## src/rtl/pcl_pkg.sv

```systemverilog
package pcl_pkg;
   // Source of the next fetch address, chosen by the priority selector.
   typedef enum logic [1:0] {
      SRC_HOLD   = 2'd0,
      SRC_STEP   = 2'd1,
      SRC_COMMIT = 2'd2,
      SRC_LOAD   = 2'd3
   } pcl_src_e;
endpackage

```

## src/rtl/pcl_src_sel.sv

```systemverilog
module pcl_src_sel
   import pcl_pkg::*;
(
   input  logic     clk,
   input  logic     rst_n,
   input  logic     load_i,
   input  logic     lo_wr_i,
   input  logic     adv_i,
   output pcl_src_e src_o
);
   // Fixed priority: direct load, then low-byte commit, then advance.
   always_comb begin
      if (load_i)       src_o = SRC_LOAD;
      else if (lo_wr_i) src_o = SRC_COMMIT;
      else if (adv_i)   src_o = SRC_STEP;
      else              src_o = SRC_HOLD;
   end

   AST_LOAD_WINS: assert property (@(posedge clk) disable iff (!rst_n)
      load_i |-> src_o == SRC_LOAD);
   AST_COMMIT_OVER_STEP: assert property (@(posedge clk) disable iff (!rst_n)
      (lo_wr_i && !load_i) |-> src_o == SRC_COMMIT);
endmodule

```

## src/rtl/pcl_shadow_lane.sv

```systemverilog
module pcl_shadow_lane #(
   parameter int W = 8
) (
   input  logic         clk,
   input  logic         rst_n,
   input  logic         wr_i,
   input  logic [W-1:0] wdata_i,
   input  logic         cap_i,
   input  logic [W-1:0] cap_data_i,
   output logic [W-1:0] q_o
);
   if (W < 1) begin : g_bad_w
      $error("pcl_shadow_lane: W must be at least 1");
   end

   // An explicit write beats a capture in the same cycle.
   always_ff @(posedge clk) begin
      if (!rst_n)     q_o <= '0;
      else if (wr_i)  q_o <= wdata_i;
      else if (cap_i) q_o <= cap_data_i;
   end

   AST_LANE_WRITE: assert property (@(posedge clk) disable iff (!rst_n)
      wr_i |=> q_o == $past(wdata_i));
   AST_LANE_CAPTURE: assert property (@(posedge clk) disable iff (!rst_n)
      (cap_i && !wr_i) |=> q_o == $past(cap_data_i));
   AST_LANE_HOLD: assert property (@(posedge clk) disable iff (!rst_n)
      (!cap_i && !wr_i) |=> $stable(q_o));
endmodule

```

## src/rtl/pcl_counter.sv

```systemverilog
module pcl_counter
   import pcl_pkg::*;
#(
   parameter int ADDR_W     = 21,
   parameter int LOW_W      = 8,
   parameter int ALIGN_BITS = 1
) (
   input  logic                    clk,
   input  logic                    rst_n,
   input  pcl_src_e                src_i,
   input  logic [ADDR_W-1:0]       load_addr_i,
   input  logic [ADDR_W-LOW_W-1:0] commit_hi_i,
   input  logic [LOW_W-1:0]        lo_wdata_i,
   output logic [ADDR_W-1:0]       pc_o
);
   localparam int HI_W = ADDR_W - LOW_W;
   localparam logic [ADDR_W-1:0] STEP_V = ADDR_W'(1) << ALIGN_BITS;
   localparam logic [ADDR_W-1:0] AMASK  = {ADDR_W{1'b1}} << ALIGN_BITS;

   if (ALIGN_BITS < 0 || ALIGN_BITS >= LOW_W) begin : g_bad_align
      $error("pcl_counter: ALIGN_BITS must lie in [0, LOW_W)");
   end
   if (HI_W < 1) begin : g_bad_hi
      $error("pcl_counter: ADDR_W must exceed LOW_W");
   end

   logic [ADDR_W-1:0] nxt;
   logic [ADDR_W-1:0] pc_d;

   always_comb begin
      unique case (src_i)
         SRC_STEP:   nxt = pc_o + STEP_V;
         SRC_COMMIT: nxt = {commit_hi_i, lo_wdata_i};
         SRC_LOAD:   nxt = load_addr_i;
         default:    nxt = pc_o;
      endcase
   end

   // Alignment variant: mask off the low bits only when alignment is asked for.
   if (ALIGN_BITS > 0) begin : g_align
      assign pc_d = nxt & AMASK;
   end else begin : g_noalign
      assign pc_d = nxt;
   end

   always_ff @(posedge clk) begin
      if (!rst_n) pc_o <= '0;
      else        pc_o <= pc_d;
   end

   if (ALIGN_BITS > 0) begin : g_align_chk
      AST_ALIGNED: assert property (@(posedge clk) disable iff (!rst_n)
         pc_o[ALIGN_BITS-1:0] == '0);
   end

   AST_STEP: assert property (@(posedge clk) disable iff (!rst_n)
      src_i == SRC_STEP |=> pc_o == $past(pc_o) + STEP_V);
   AST_HOLD: assert property (@(posedge clk) disable iff (!rst_n)
      src_i == SRC_HOLD |=> $stable(pc_o));
   AST_LOAD: assert property (@(posedge clk) disable iff (!rst_n)
      src_i == SRC_LOAD |=> pc_o == ($past(load_addr_i) & AMASK));
   AST_COMMIT_HI: assert property (@(posedge clk) disable iff (!rst_n)
      src_i == SRC_COMMIT |=> pc_o[ADDR_W-1:LOW_W] == $past(commit_hi_i));
endmodule

```

## src/rtl/pc_latch_unit.sv

```systemverilog
module pc_latch_unit
   import pcl_pkg::*;
#(
   parameter int ADDR_W     = 21,
   parameter int LOW_W      = 8,
   parameter int MID_W      = 8,
   parameter int ALIGN_BITS = 1
) (
   input  logic              clk,
   input  logic              rst_n,
   input  logic              lo_rd_i,
   input  logic              lo_wr_i,
   input  logic [LOW_W-1:0]  lo_wdata_i,
   input  logic              mid_latch_wr_i,
   input  logic              up_latch_wr_i,
   input  logic [LOW_W-1:0]  latch_wdata_i,
   input  logic              load_i,
   input  logic [ADDR_W-1:0] load_addr_i,
   input  logic              adv_i,
   output logic [ADDR_W-1:0] fetch_addr_o,
   output logic [LOW_W-1:0]  lo_rdata_o
);
   localparam int UP_W  = ADDR_W - LOW_W - MID_W;
   localparam int MID_L = LOW_W;
   localparam int UP_L  = LOW_W + MID_W;

   if (UP_W < 1 || UP_W > LOW_W) begin : g_bad_up
      $error("pc_latch_unit: top field width must lie in [1, LOW_W]");
   end
   if (MID_W < 1 || MID_W > LOW_W) begin : g_bad_mid
      $error("pc_latch_unit: MID_W must lie in [1, LOW_W]");
   end

   pcl_src_e          src;
   logic [MID_W-1:0]  mid_q;
   logic [UP_W-1:0]   up_q;
   logic [ADDR_W-1:0] pc;

   pcl_src_sel u_sel (
      .clk     (clk),
      .rst_n   (rst_n),
      .load_i  (load_i),
      .lo_wr_i (lo_wr_i),
      .adv_i   (adv_i),
      .src_o   (src)
   );

   pcl_shadow_lane #(.W(MID_W)) u_mid (
      .clk        (clk),
      .rst_n      (rst_n),
      .wr_i       (mid_latch_wr_i),
      .wdata_i    (latch_wdata_i[MID_W-1:0]),
      .cap_i      (lo_rd_i),
      .cap_data_i (pc[MID_L+MID_W-1:MID_L]),
      .q_o        (mid_q)
   );

   pcl_shadow_lane #(.W(UP_W)) u_up (
      .clk        (clk),
      .rst_n      (rst_n),
      .wr_i       (up_latch_wr_i),
      .wdata_i    (latch_wdata_i[UP_W-1:0]),
      .cap_i      (lo_rd_i),
      .cap_data_i (pc[ADDR_W-1:UP_L]),
      .q_o        (up_q)
   );

   pcl_counter #(
      .ADDR_W     (ADDR_W),
      .LOW_W      (LOW_W),
      .ALIGN_BITS (ALIGN_BITS)
   ) u_cnt (
      .clk         (clk),
      .rst_n       (rst_n),
      .src_i       (src),
      .load_addr_i (load_addr_i),
      .commit_hi_i ({up_q, mid_q}),
      .lo_wdata_i  (lo_wdata_i),
      .pc_o        (pc)
   );

   assign fetch_addr_o = pc;
   assign lo_rdata_o   = pc[LOW_W-1:0];

   AST_LOAD_SKIPS_LATCH: assert property (@(posedge clk) disable iff (!rst_n)
      (load_i && !lo_rd_i && !mid_latch_wr_i && !up_latch_wr_i)
      |=> ($stable(mid_q) && $stable(up_q)));
   AST_LATCH_ONLY_HOLD: assert property (@(posedge clk) disable iff (!rst_n)
      ((mid_latch_wr_i || up_latch_wr_i) && !load_i && !lo_wr_i && !adv_i)
      |=> $stable(fetch_addr_o));
endmodule

```

## config.mk

```make
export PLATFORM = sky130hd
export DESIGN_NAME = pc_latch_unit
export DESIGN_NICKNAME = d
export VERILOG_FILES = /design/src/rtl/pcl_pkg.sv /design/src/rtl/pcl_src_sel.sv /design/src/rtl/pcl_shadow_lane.sv /design/src/rtl/pcl_counter.sv /design/src/rtl/pc_latch_unit.sv
export SDC_FILE = /design/constraint.sdc
export NUM_CORES = 1
export LEC_CHECK = 0
export BUFFER_PORTS_ARGS = -buffer_cell sky130_fd_sc_hd__buf_2
export CORE_MARGIN = 5
export CORE_UTILIZATION = 47
export DETAILED_ROUTE_END_ITERATION = 10
export PLACE_DENSITY = 0.75
export REMOVE_ABC_BUFFERS = 1
export SLEW_MARGIN = 25
export SYNTH_ARGS = -nofsm -noshare
export SYNTH_HDL_FRONTEND = slang
export SYNTH_SLANG_ARGS = --single-unit
```

## constraint.sdc

```tcl
create_clock -name clk -period 2.7 [get_ports clk]
set_input_delay 0 -clock clk [delete_from_list [all_inputs] [get_ports clk]]
set_output_delay 0 -clock clk [all_outputs]
set_load 0.02 [all_outputs]
```

==> impl_metrics.tcl, run 1 <==
set metrics [dict create \
    rsz0062_at_grt "no" \
    setup_violations 0 \
    post-dp-hpwl_um 4596 \
    hold_ws_ns -0.002469 \
    startpoint_type "flop" \
    hp-class "input port to flop" \
    fin_ws_ns 0.7323 \
    die_area_um2 6304 \
    cts-root-buf "clkbuf_8" \
    peakVddDrop_mv 0.3071 \
    n_antenna_cell 0 \
    period_needed_ns 1.968 \
    postRouteAntennaNets 0 \
    cts_buffers 5 \
    synth_cell_type_count 50 \
    fin_crit_sh_pct 72.88 \
    cp-end-kind "flop" \
    cts_tree "yes" \
    status "finished, violations left" \
    n_fill_cell 434 \
    postCtsSetupRepairBufs 0 \
    start_util_pct 48.24 \
    crit_type "flop to flop" \
    synth-async-reset-ratio_pct 0 \
    cts_buffer_depth 2 \
    syn_area_um2 2263 \
    multi_input_area_um2 1409 \
    slew_headroom_pct 36.57 \
    io_pins 74 \
    synth_edf_count 0 \
    cts.htree.levels 2 \
    max_cap_viol_count 0 \
    stdcell_count 410 \
    grt_pass1_vias 2140 \
    rows 25 \
    yosys_warnings 0 \
    drtPass1Iterations 4 \
    final-seq-area_um2 660.6 \
    clock_latency_ns 0.28 \
    core_area_um2 4692 \
    grt_max_degree 29 \
    avgSynthCellArea_um2 7.520 \
    drtIter0Drc 266 \
    antenna_found_initial 0 \
    wirelength_um 6479 \
    cts_hold_buf 9 \
    skew_ns 0.008573 \
    port_buffers 69 \
    num_vias 2396 \
    grtUsageTotal_pct 20.19 \
    fmax_mhz 508.2 \
    vias_per_cell 5.844 \
    overflow 0 \
    synth_seq_area_share_pct 29.19 \
    required_ns 2.87 \
    cts_sinks 33 \
    cellLeakagePower_nw 1.219 \
    critPathArrivalTime_ns 2.14 \
    tns_ns 0 \
    area.growth.synth_to_final_pct 19.18 \
    failed_checks "hold timing" \
    cts-resized-gates 0 \
    dieHeight_um 79.40 \
    power_density_nw_per_um2 447.1 \
    tightest_slew_ns 0.9494 \
    layout-drive-gt1-share_pct 26.40 \
    nets 401 \
    place_inst 393 \
    path_clk_slew_ns 0.08 \
    synth_ff_type "dfxtp_1" \
    drc 0 \
    drv_slew 0 \
    synth-seq-cells 33 \
    wl_per_cell_um 15.80 \
    dieWidth_um 79.40 \
    grt_pass1_wl_um 10330 \
    cp_max_fo 10 \
    globalplace.congestion 0.8448 \
    dp_slack_ns 0.7610 \
    netlist_instances 301 \
    hold_viol 1 \
]
==> layer usage <==
layer | GRT usage, % | share of wire [%]
met5 | 0 | 0
met4 | 8.419 | 1.4
met3 | 4.063 | 7.6
met2 | 30.81 | 45
met1 | 27.66 | 46
==> power breakdown <==
| part | leakage (nW) | switching, mW | internal [mW] |
|---|---|---|---|
| Sequential | 0.272 | 0.0480 | 0.518 |
| Clock | 0.0395 | 0.181 | 0.183 |
| Combinational | 0.908 | 0.156 | 0.120 |
==> cells by family after synthesis <==
group | count (synthesis) | share of synthesized area, %
multiplexers | 16 | 7.131
AND/OR/NAND/NOR | 118 | 27.25
adder cells (fa/ha/maj) | 1 | 0.5527
AO/OA/AOI/OAI | 90 | 26.59
XOR/XNOR | 1 | 0.3870
buffers and inverters | 41 | 8.734
flip-flops | 33 | 29.19
other | 1 | 0.1657
==> critical path, cell delays in order, from the launching register on <==
cell and delay, ns:
dfxtp_1 0.53, nand4_4 0.22, or4_4 0.60, o21a_1 0.21, o311a_1 0.28
==> worst paths after layout <==
check | start | end | slack, ns | depth (start not counted)
worst min-delay path | lo_wdata_i[2] | u_cnt.pc_o[2] | -0.002 | 3
worst max register to register | u_cnt.pc_o[4] | u_cnt.pc_o[20] | 0.73 | 4
worst min register to register | u_cnt.pc_o[6] | u_cnt.pc_o[6] | 0.55 | 2
worst max-delay path | u_cnt.pc_o[4] | u_cnt.pc_o[20] | 0.73 | 4
==> cells in the mapped netlist (2+ instances only) <==
| cell | count | area [um2] |
|---|---|---|
| a31oi_1 | 7 | 43.79 |
| o31ai_1 | 10 | 75.07 |
| mux2i_1 | 15 | 150.1 |
| or3_1 | 3 | 18.77 |
| nand4_1 | 7 | 43.79 |
| buf_1 | 3 | 11.26 |
| nor4_1 | 4 | 25.02 |
| inv_1 | 5 | 18.77 |
| dfxtp_1 | 33 | 660.6 |
| o311a_1 | 2 | 20.02 |
| nor2b_1 | 12 | 75.07 |
| nor3_1 | 6 | 30.03 |
| and4_1 | 2 | 17.52 |
| a21oi_1 | 30 | 150.1 |
| buf_2 | 6 | 30.03 |
| o21a_1 | 8 | 60.06 |
| nor2_1 | 34 | 127.6 |
| nand2_1 | 24 | 90.09 |
| and3_1 | 5 | 31.28 |
| and3_2 | 2 | 15.01 |
| a21o_1 | 2 | 15.01 |
| o221a_2 | 8 | 90.09 |
| o221ai_1 | 2 | 17.52 |
| clkbuf_2 | 2 | 10.01 |
| buf_4 | 9 | 67.56 |
| clkbuf_1 | 15 | 56.30 |
| nand3_1 | 9 | 45.04 |
| o21ai_0 | 14 | 70.07 |
==> state kept, by name, summed over array words and instances (netlist names) <==
name and flops:
u_cnt.pc_o 20, u_mid.q_o 8, u_up.q_o 5
==> cell usage in the layout, fill, tap and decap left out, types with 2 or more instances in the layout <==
cell / count
and4_1: 2
and3_1: 5
nor3_1: 6
conb_1: 2
dlygate4sd3_1: 9
nand2_1: 24
or3_1: 3
clkbuf_1: 3
mux2i_1: 15
o21a_1: 8
o31ai_1: 10
nor4_1: 4
nand3_1: 9
dfxtp_1: 33
o311a_1: 2
clkbuf_8: 5
o221a_2: 8
a21oi_1: 30
a21o_1: 2
inv_1: 5
a31oi_1: 7
o221ai_1: 2
o21ai_0: 14
nor2_1: 34
buf_4: 3
nand4_1: 7
buf_2: 69
nor2b_1: 12
and3_2: 2
==> metrics by stage <==
step / utilization, % / hold slack [ns] / cell area [um2] / total power [mW]
final: 57.49 / -0.002469 / 2698 / 1.206
after global routing: 57.49 / 0.005610 / 2698 / 1.262
after CTS: 57.49 / 0.009112 / 2698 / 1.204
after detailed placement: 53.87 / 0.2375 / 2527 / 0.8395
after global placement: 53.87 / 0.2295 / 2527 / 0.8336
after floorplan: - / 0.1312 / 2092 / 0.7168
==> cell type report <==
cell class	count	share of cell area [%]
clock buffers	8	2.968
inverters	6	0.8349
flip-flops and latches	33	24.49
well taps	54	2.505
multi-input cells	228	52.23
repair buffers	81	16.98
Power figures use the tool's default switching activity.
==> run 2, diff against run 1 <==
==> constraint.sdc (replaced) <==
create_clock -name clk -period 1.9 [get_ports clk]
set_input_delay 0 -clock clk [delete_from_list [all_inputs] [get_ports clk]]
set_output_delay 0 -clock clk [all_outputs]
set_load 0.02 [all_outputs]
==> run 2 against run 1 <==
Effect of this change:
- the flow now finishes without violations
- die area unchanged
- cell count rose by 3.7%
- sequential share of layout area shrank 0.99 points
- non-clock buffer count is 15 higher
- fmax up 13%
- critical path depth did not move
- total power up 44%
- utilization grew 2.6 points
- first-iteration DRC count down 15%
- hold slack better by 0.021 ns
- design area is 4.6% higher
==> impl_metrics.tcl, run 2 (synthesis results as in run 1) <==
set metrics [dict create \
    busiest_layer "met2" \
    n_antenna_cell 0 \
    post-route-util_pct 60.13 \
    layout-drive-gt1-share_pct 29.92 \
    fin_crit_sh_pct 92.02 \
    port_buffers 69 \
    finalPower_mw 1.738 \
    grt_pass1_wl_um 11350 \
    cts.htree.levels 2 \
    n_fill_cell 436 \
    core_area_um2 4692 \
    grt_pass1_vias 2361 \
    drtPass1Iterations 5 \
    start_util_pct 48.24 \
    top_regs "u_cnt.pc_o x20, u_mid.q_o x8, u_up.q_o x5" \
    rrSetupSlack_ns 0.15 \
    power_density_nw_per_um2 616.0 \
    overflow 0 \
    rsz0062_at_grt "no" \
    crit_type "flop to flop" \
    setup_violations 0 \
    rows 25 \
    hp-class "input port to flop" \
    cp_slowest_cell "or4_4" \
    dieWidth_um 79.40 \
    grt_max_degree 26 \
    startpoint_type "flop" \
    hold_viol 0 \
    nets 416 \
    period_needed_ns 1.748 \
    final_common_cell "buf_2" \
    cpPeakStageDelay_ns 0.53 \
    die_area_um2 6304 \
    drv_slew 0 \
    multi_input_area_um2 1415 \
    area.growth.synth_to_final_pct 24.65 \
    status "completed" \
    hold_ws_ns 0.01857 \
    skew_ns 0.007092 \
    cp_max_fo 8 \
    largest_reg_flops 20 \
    peakVddDrop_mv 0.3473 \
    globalplace.congestion 0.9206 \
    cts_buffer_depth 2 \
    cpLargestDelayFamily "simple AND/OR/NAND/NOR gates" \
    cts_buffers 5 \
    required_ns 2.07 \
    path_clk_slew_ns 0.06 \
    io_pins 74 \
    final-seq-area_um2 663.1 \
    cts_tree "yes" \
    tightest_slew_ns 0.5968 \
    drtIter0Drc 225 \
    critPathArrivalTime_ns 1.92 \
    stdcell_count 425 \
    num_vias 2508 \
    cellLeakagePower_nw 1.295 \
    dieHeight_um 79.40 \
    crit_chain "nand4_1 > or4_4 > o21a_1 > o311a_1" \
    wl_per_cell_um 16.47 \
    wirelength_um 6998 \
    met3_usage_pct 4.402 \
    regMostFlops "u_cnt.pc_o" \
    fmax_mhz 571.9 \
    cts-root-buf "clkbuf_8" \
    cp-end-kind "flop" \
    grtUsageMet2_pct 37.79 \
    clock_latency_ns 0.29 \
    grtUsageTotal_pct 22.73 \
    grt_use_met1_pct 29.41 \
    vias_per_cell 5.901 \
    post-dp-hpwl_um 5054 \
    postRouteAntennaNets 0 \
    slew_headroom_pct 60.21 \
    crit_buf_inv 0 \
    cts_sinks 33 \
    mostFrequentLayoutCells "buf_2, nor2_1, dfxtp_1, a21oi_1, nand2_1" \
    drc 0 \
    max_cap_viol_count 0 \
    place_inst 407 \
    antenna_found_initial 0 \
]
## run 2: cell types whose count changed in the layout (fill, tap and decap cells not counted)
cell | before | now
nor4_2 | 0 | 1
buf_4 | 3 | 17
dfxtp_1 | 33 | 31
dlygate4sd3_1 | 9 | 10
nor4_1 | 4 | 3
dfxtp_2 | 0 | 2
## run 2: cell type report
type                    count  share of cell area [%]
repair buffers             96                   20.31
inverters                   6                  0.7982
flip-flops and latches     33                   23.50
well taps                  54                   2.395
clock buffers               8                   2.838
multi-input cells         228                   50.16
## run 2: worst reg2reg max path, cell delays in order (launching register included)
cell	delay [ns]
dfxtp_1	0.47
nand4_1	0.16
or4_4	0.53
o21a_1	0.20
o311a_1	0.28
## run 2: final timing paths
path | end | depth (start not counted) | start
max | u_cnt.pc_o[20] | 4 | u_cnt.pc_o[15]
min | u_cnt.pc_o[19] | 3 | load_addr_i[19]
max reg2reg | u_cnt.pc_o[20] | 4 | u_cnt.pc_o[15]
min reg2reg | u_cnt.pc_o[6] | 2 | u_cnt.pc_o[6]
## run 2: stage by stage
stage	setup WS [ns]	cell area (um2)	TNS, ns
after global routing	0.04540	2821	0
after floorplan	-0.1394	2092	-0.4523
after detailed placement	0.1302	2633	0
after CTS	0.1191	2813	0
final	0.1515	2821	0
after global placement	0.1712	2633	0
## run 2: repair_timing
| action | 4_1_cts | 5_1_grt |
|---|---|---|
| setup endpoints to repair | 0 | 4 |
| setup buffers | 0 | 0 |
| resized for setup | 0 | 3 |
| endpoints found under the hold margin | 15 | 0 |
| hold buffers | 10 | 0 |
## run 2: routing by layer
| metal | share of wire [%] | up-vias |
|---|---|---|
| met5 | 0 | - |
| met4 | 1.9 | 0 |
| met3 | 7.6 | 13 |
| met2 | 47 | 112 |
| met1 | 43 | 1155 |
| li1 | - | 1228 |
## run 2: report_power, final
part / internal (mW) / switching (mW)
Sequential: 0.737 / 0.0504
Combinational: 0.190 / 0.249
Clock: 0.260 / 0.252
Total: 1.19 / 0.551
==> run 3, diff against run 2 <==
--- a/config.mk
+++ b/config.mk
@@ -5,11 +5,12 @@
 export SDC_FILE = /design/constraint.sdc
 export NUM_CORES = 1
 export LEC_CHECK = 0
+export ABC_AREA = 1
 export BUFFER_PORTS_ARGS = -buffer_cell sky130_fd_sc_hd__buf_2
 export CORE_MARGIN = 5
 export CORE_UTILIZATION = 47
 export DETAILED_ROUTE_END_ITERATION = 10
-export PLACE_DENSITY = 0.75
+export PLACE_DENSITY = 0.76
 export REMOVE_ABC_BUFFERS = 1
 export SLEW_MARGIN = 25
 export SYNTH_ARGS = -nofsm -noshare
==> run 3 against run 2 <==
Effect of this change:
- hold slack lost 0.014 ns
- critical path depth up 3
- die area fell by 4.3%
- via count fell by 4.9%
- design area fell by 6.9%
- combinational power decreased by 18%
- count of clock-buffer cells in the layout decreased by 3
- sequential share of layout area increased by 1.6 points
- critical endpoint is now u_cnt.pc_o[4]
==> impl_metrics.tcl, run 3 <==
set metrics [dict create \
    n_fill_cell 425 \
    cpPeakStageDelay_ns 0.56 \
    path_clk_slew_ns 0.07 \
    peakVddDrop_mv 0.3973 \
    postRouteAntennaNets 0 \
    cts_buffers 5 \
    critPathMostFrequentCell "o21ai_0" \
    period_needed_ns 1.688 \
    wirelength_um 6266 \
    netlist_instances 335 \
    drtPass1Iterations 4 \
    yosys.area.top_type_share_pct 30.70 \
    vias_per_cell 5.300 \
    required_ns 2.13 \
    drv_slew 0 \
    final_common_cell "nand2_1" \
    cp_max_fo 8 \
    hold_viol 0 \
    grt_pass1_vias 2293 \
    ff2ff_path_depth 7 \
    regMostFlops "u_cnt.pc_o" \
    drtIter0Drc 181 \
    globalplace.congestion 0.8497 \
    clock_latency_ns 0.29 \
    tns_ns 0 \
    post-dp-hpwl_um 4633 \
    hp-class "input port to flop" \
    dieWidth_um 77.67 \
    drc 0 \
    mostFrequentLayoutCells "nand2_1, buf_2, inv_1, dfxtp_1, o21ai_0" \
    start_util_pct 49.09 \
    avgSynthCellArea_um2 6.424 \
    cts_buffer_depth 2 \
    stdcell_count 450 \
    port_buffers 69 \
    die_area_um2 6032 \
    max_cap_viol_count 0 \
    fmax_mhz 592.4 \
    area.growth.synth_to_final_pct 22.09 \
    power_density_nw_per_um2 741.8 \
    synth_seq_area_share_pct 30.70 \
    tightest_slew_ns 0.5682 \
    status "completed" \
    rrSetupSlack_ns 0.21 \
    cp-end-kind "flop" \
    yosys_warnings 0 \
    synth.most_common_cell "nand2_1" \
    dieHeight_um 77.67 \
    grtUsageTotal_pct 21.23 \
    finalPower_mw 1.949 \
    syn_area_um2 2152 \
    num_vias 2385 \
    largest_reg_flops 20 \
    cp_slowest_cell "dlygate4sd3_1" \
    startpoint_type "flop" \
    synth_area_leaders "dfxtp_1, nand2_1, inv_1" \
    nets 443 \
    cts_sinks 33 \
    postCtsSetupRepairBufs 0 \
    synth-async-reset-ratio_pct 0 \
    cts_tree "yes" \
    yosysTopAreaCell "dfxtp_1" \
    skew_ns 0.008887 \
    synth-seq-cells 33 \
    grt_max_degree 34 \
    cts-root-buf "clkbuf_8" \
    slew_headroom_pct 62.12 \
    multi_input_area_um2 1180 \
    io_pins 74 \
    hold_depth 3 \
    overflow 0 \
    synth_common_cells "nand2_1, inv_1, dfxtp_1, o21ai_0, nand3_1" \
    layout-drive-gt1-share_pct 24.37 \
    crit_type "flop to flop" \
    crit_chain "nand2_2 > nor2_4 > o21ai_0 > o21ai_0 > nand2_1 > a31oi_1 > dlygate4sd3_1" \
    setup_violations 0 \
    fin_crit_sh_pct 88.84 \
    cts.htree.levels 2 \
    synth_ff_type "dfxtp_1" \
    grt_pass1_wl_um 10670 \
    critPathArrivalTime_ns 1.92 \
    final-seq-area_um2 660.6 \
    core_area_um2 4384 \
    synth_edf_count 0 \
    n_antenna_cell 0 \
    antenna_found_initial 0 \
    wl_per_cell_um 13.92 \
    top_regs "u_cnt.pc_o x20, u_mid.q_o x8, u_up.q_o x5" \
    cellLeakagePower_nw 1.287 \
    place_inst 438 \
    rows 24 \
    synth_cell_type_count 30 \
    rsz0062_at_grt "no" \
]
[run 3: path summary, 6_finish.rpt]
kind | startpoint | to
worst max-delay path | u_cnt.pc_o[3] | u_cnt.pc_o[4]
worst min-delay path | load_addr_i[15] | u_cnt.pc_o[15]
worst max register to register | u_cnt.pc_o[3] | u_cnt.pc_o[4]
worst min register to register | u_cnt.pc_o[20] | u_up.q_o[4]
[run 3: cell type report]
type | count | area share, %
inverter | 50 | 7.143
clock inverter | 3 | 2.476
timing repair buffer | 75 | 15.24
multi-input combinational | 232 | 44.90
tap | 52 | 2.476
clock buffer | 5 | 2.619
sequential | 33 | 25.14
[run 3: cell families (layout without fill, tap and decap cells)]
kind of cell	count (synthesis)	count (layout)	synth area share [%]
buffers and inverters	71	133	14.65
AO/OA/AOI/OAI	86	86	23.84
adder cells (fa/ha/maj)	1	1	0.5813
flip-flops	33	33	30.70
AND/OR/NAND/NOR	143	143	30.06
other	1	2	0.1743
[run 3: metrics by stage]
stage | setup WS [ns] | util (%) | hold WS [ns] | area (um2)
2_1_floorplan | 0.2176 | - | 0.09763 | 2028
3_3_place_gp | 0.3821 | 55.96 | 0.2695 | 2454
3_5_place_dp | 0.3399 | 55.96 | 0.2743 | 2454
4_1_cts | 0.2262 | 59.93 | 0.005415 | 2628
5_1_grt | 0.08065 | 59.93 | 0.005755 | 2628
6_report | 0.2120 | 59.93 | 0.004189 | 2628
[run 3: routing by layer]
layer  global-route usage (%)  wire, um
met1                    28.79      2829
met2                    33.31      2828
met3                    4.167       480
met4                    7.732       127
met5                        0         0
[run 3: power by group]
part / total, mW / leakage [nW] / internal, mW / switching (mW)
combinational: 0.359 / 0.946 / 0.135 / 0.224
clock: 0.795 / 0.0681 / 0.521 / 0.274
sequential: 0.795 / 0.273 / 0.741 / 0.0545
[run 3: critical path, delay by kind of cell (launching register included)]
| kind | cells | cell delay (ns) |
|---|---|---|
| buffers and inverters | 1 | 0.56 |
| flip-flops | 1 | 0.48 |
| AND/OR/NAND/NOR | 3 | 0.31 |
| AO/OA/AOI/OAI | 3 | 0.27 |
[run 3: what timing repair did]
action,4_1_cts,5_1_grt
endpoints found under the hold margin,3,0
endpoints found under the setup margin,0,0
hold buffers,4,0
gates resized for setup,0,0
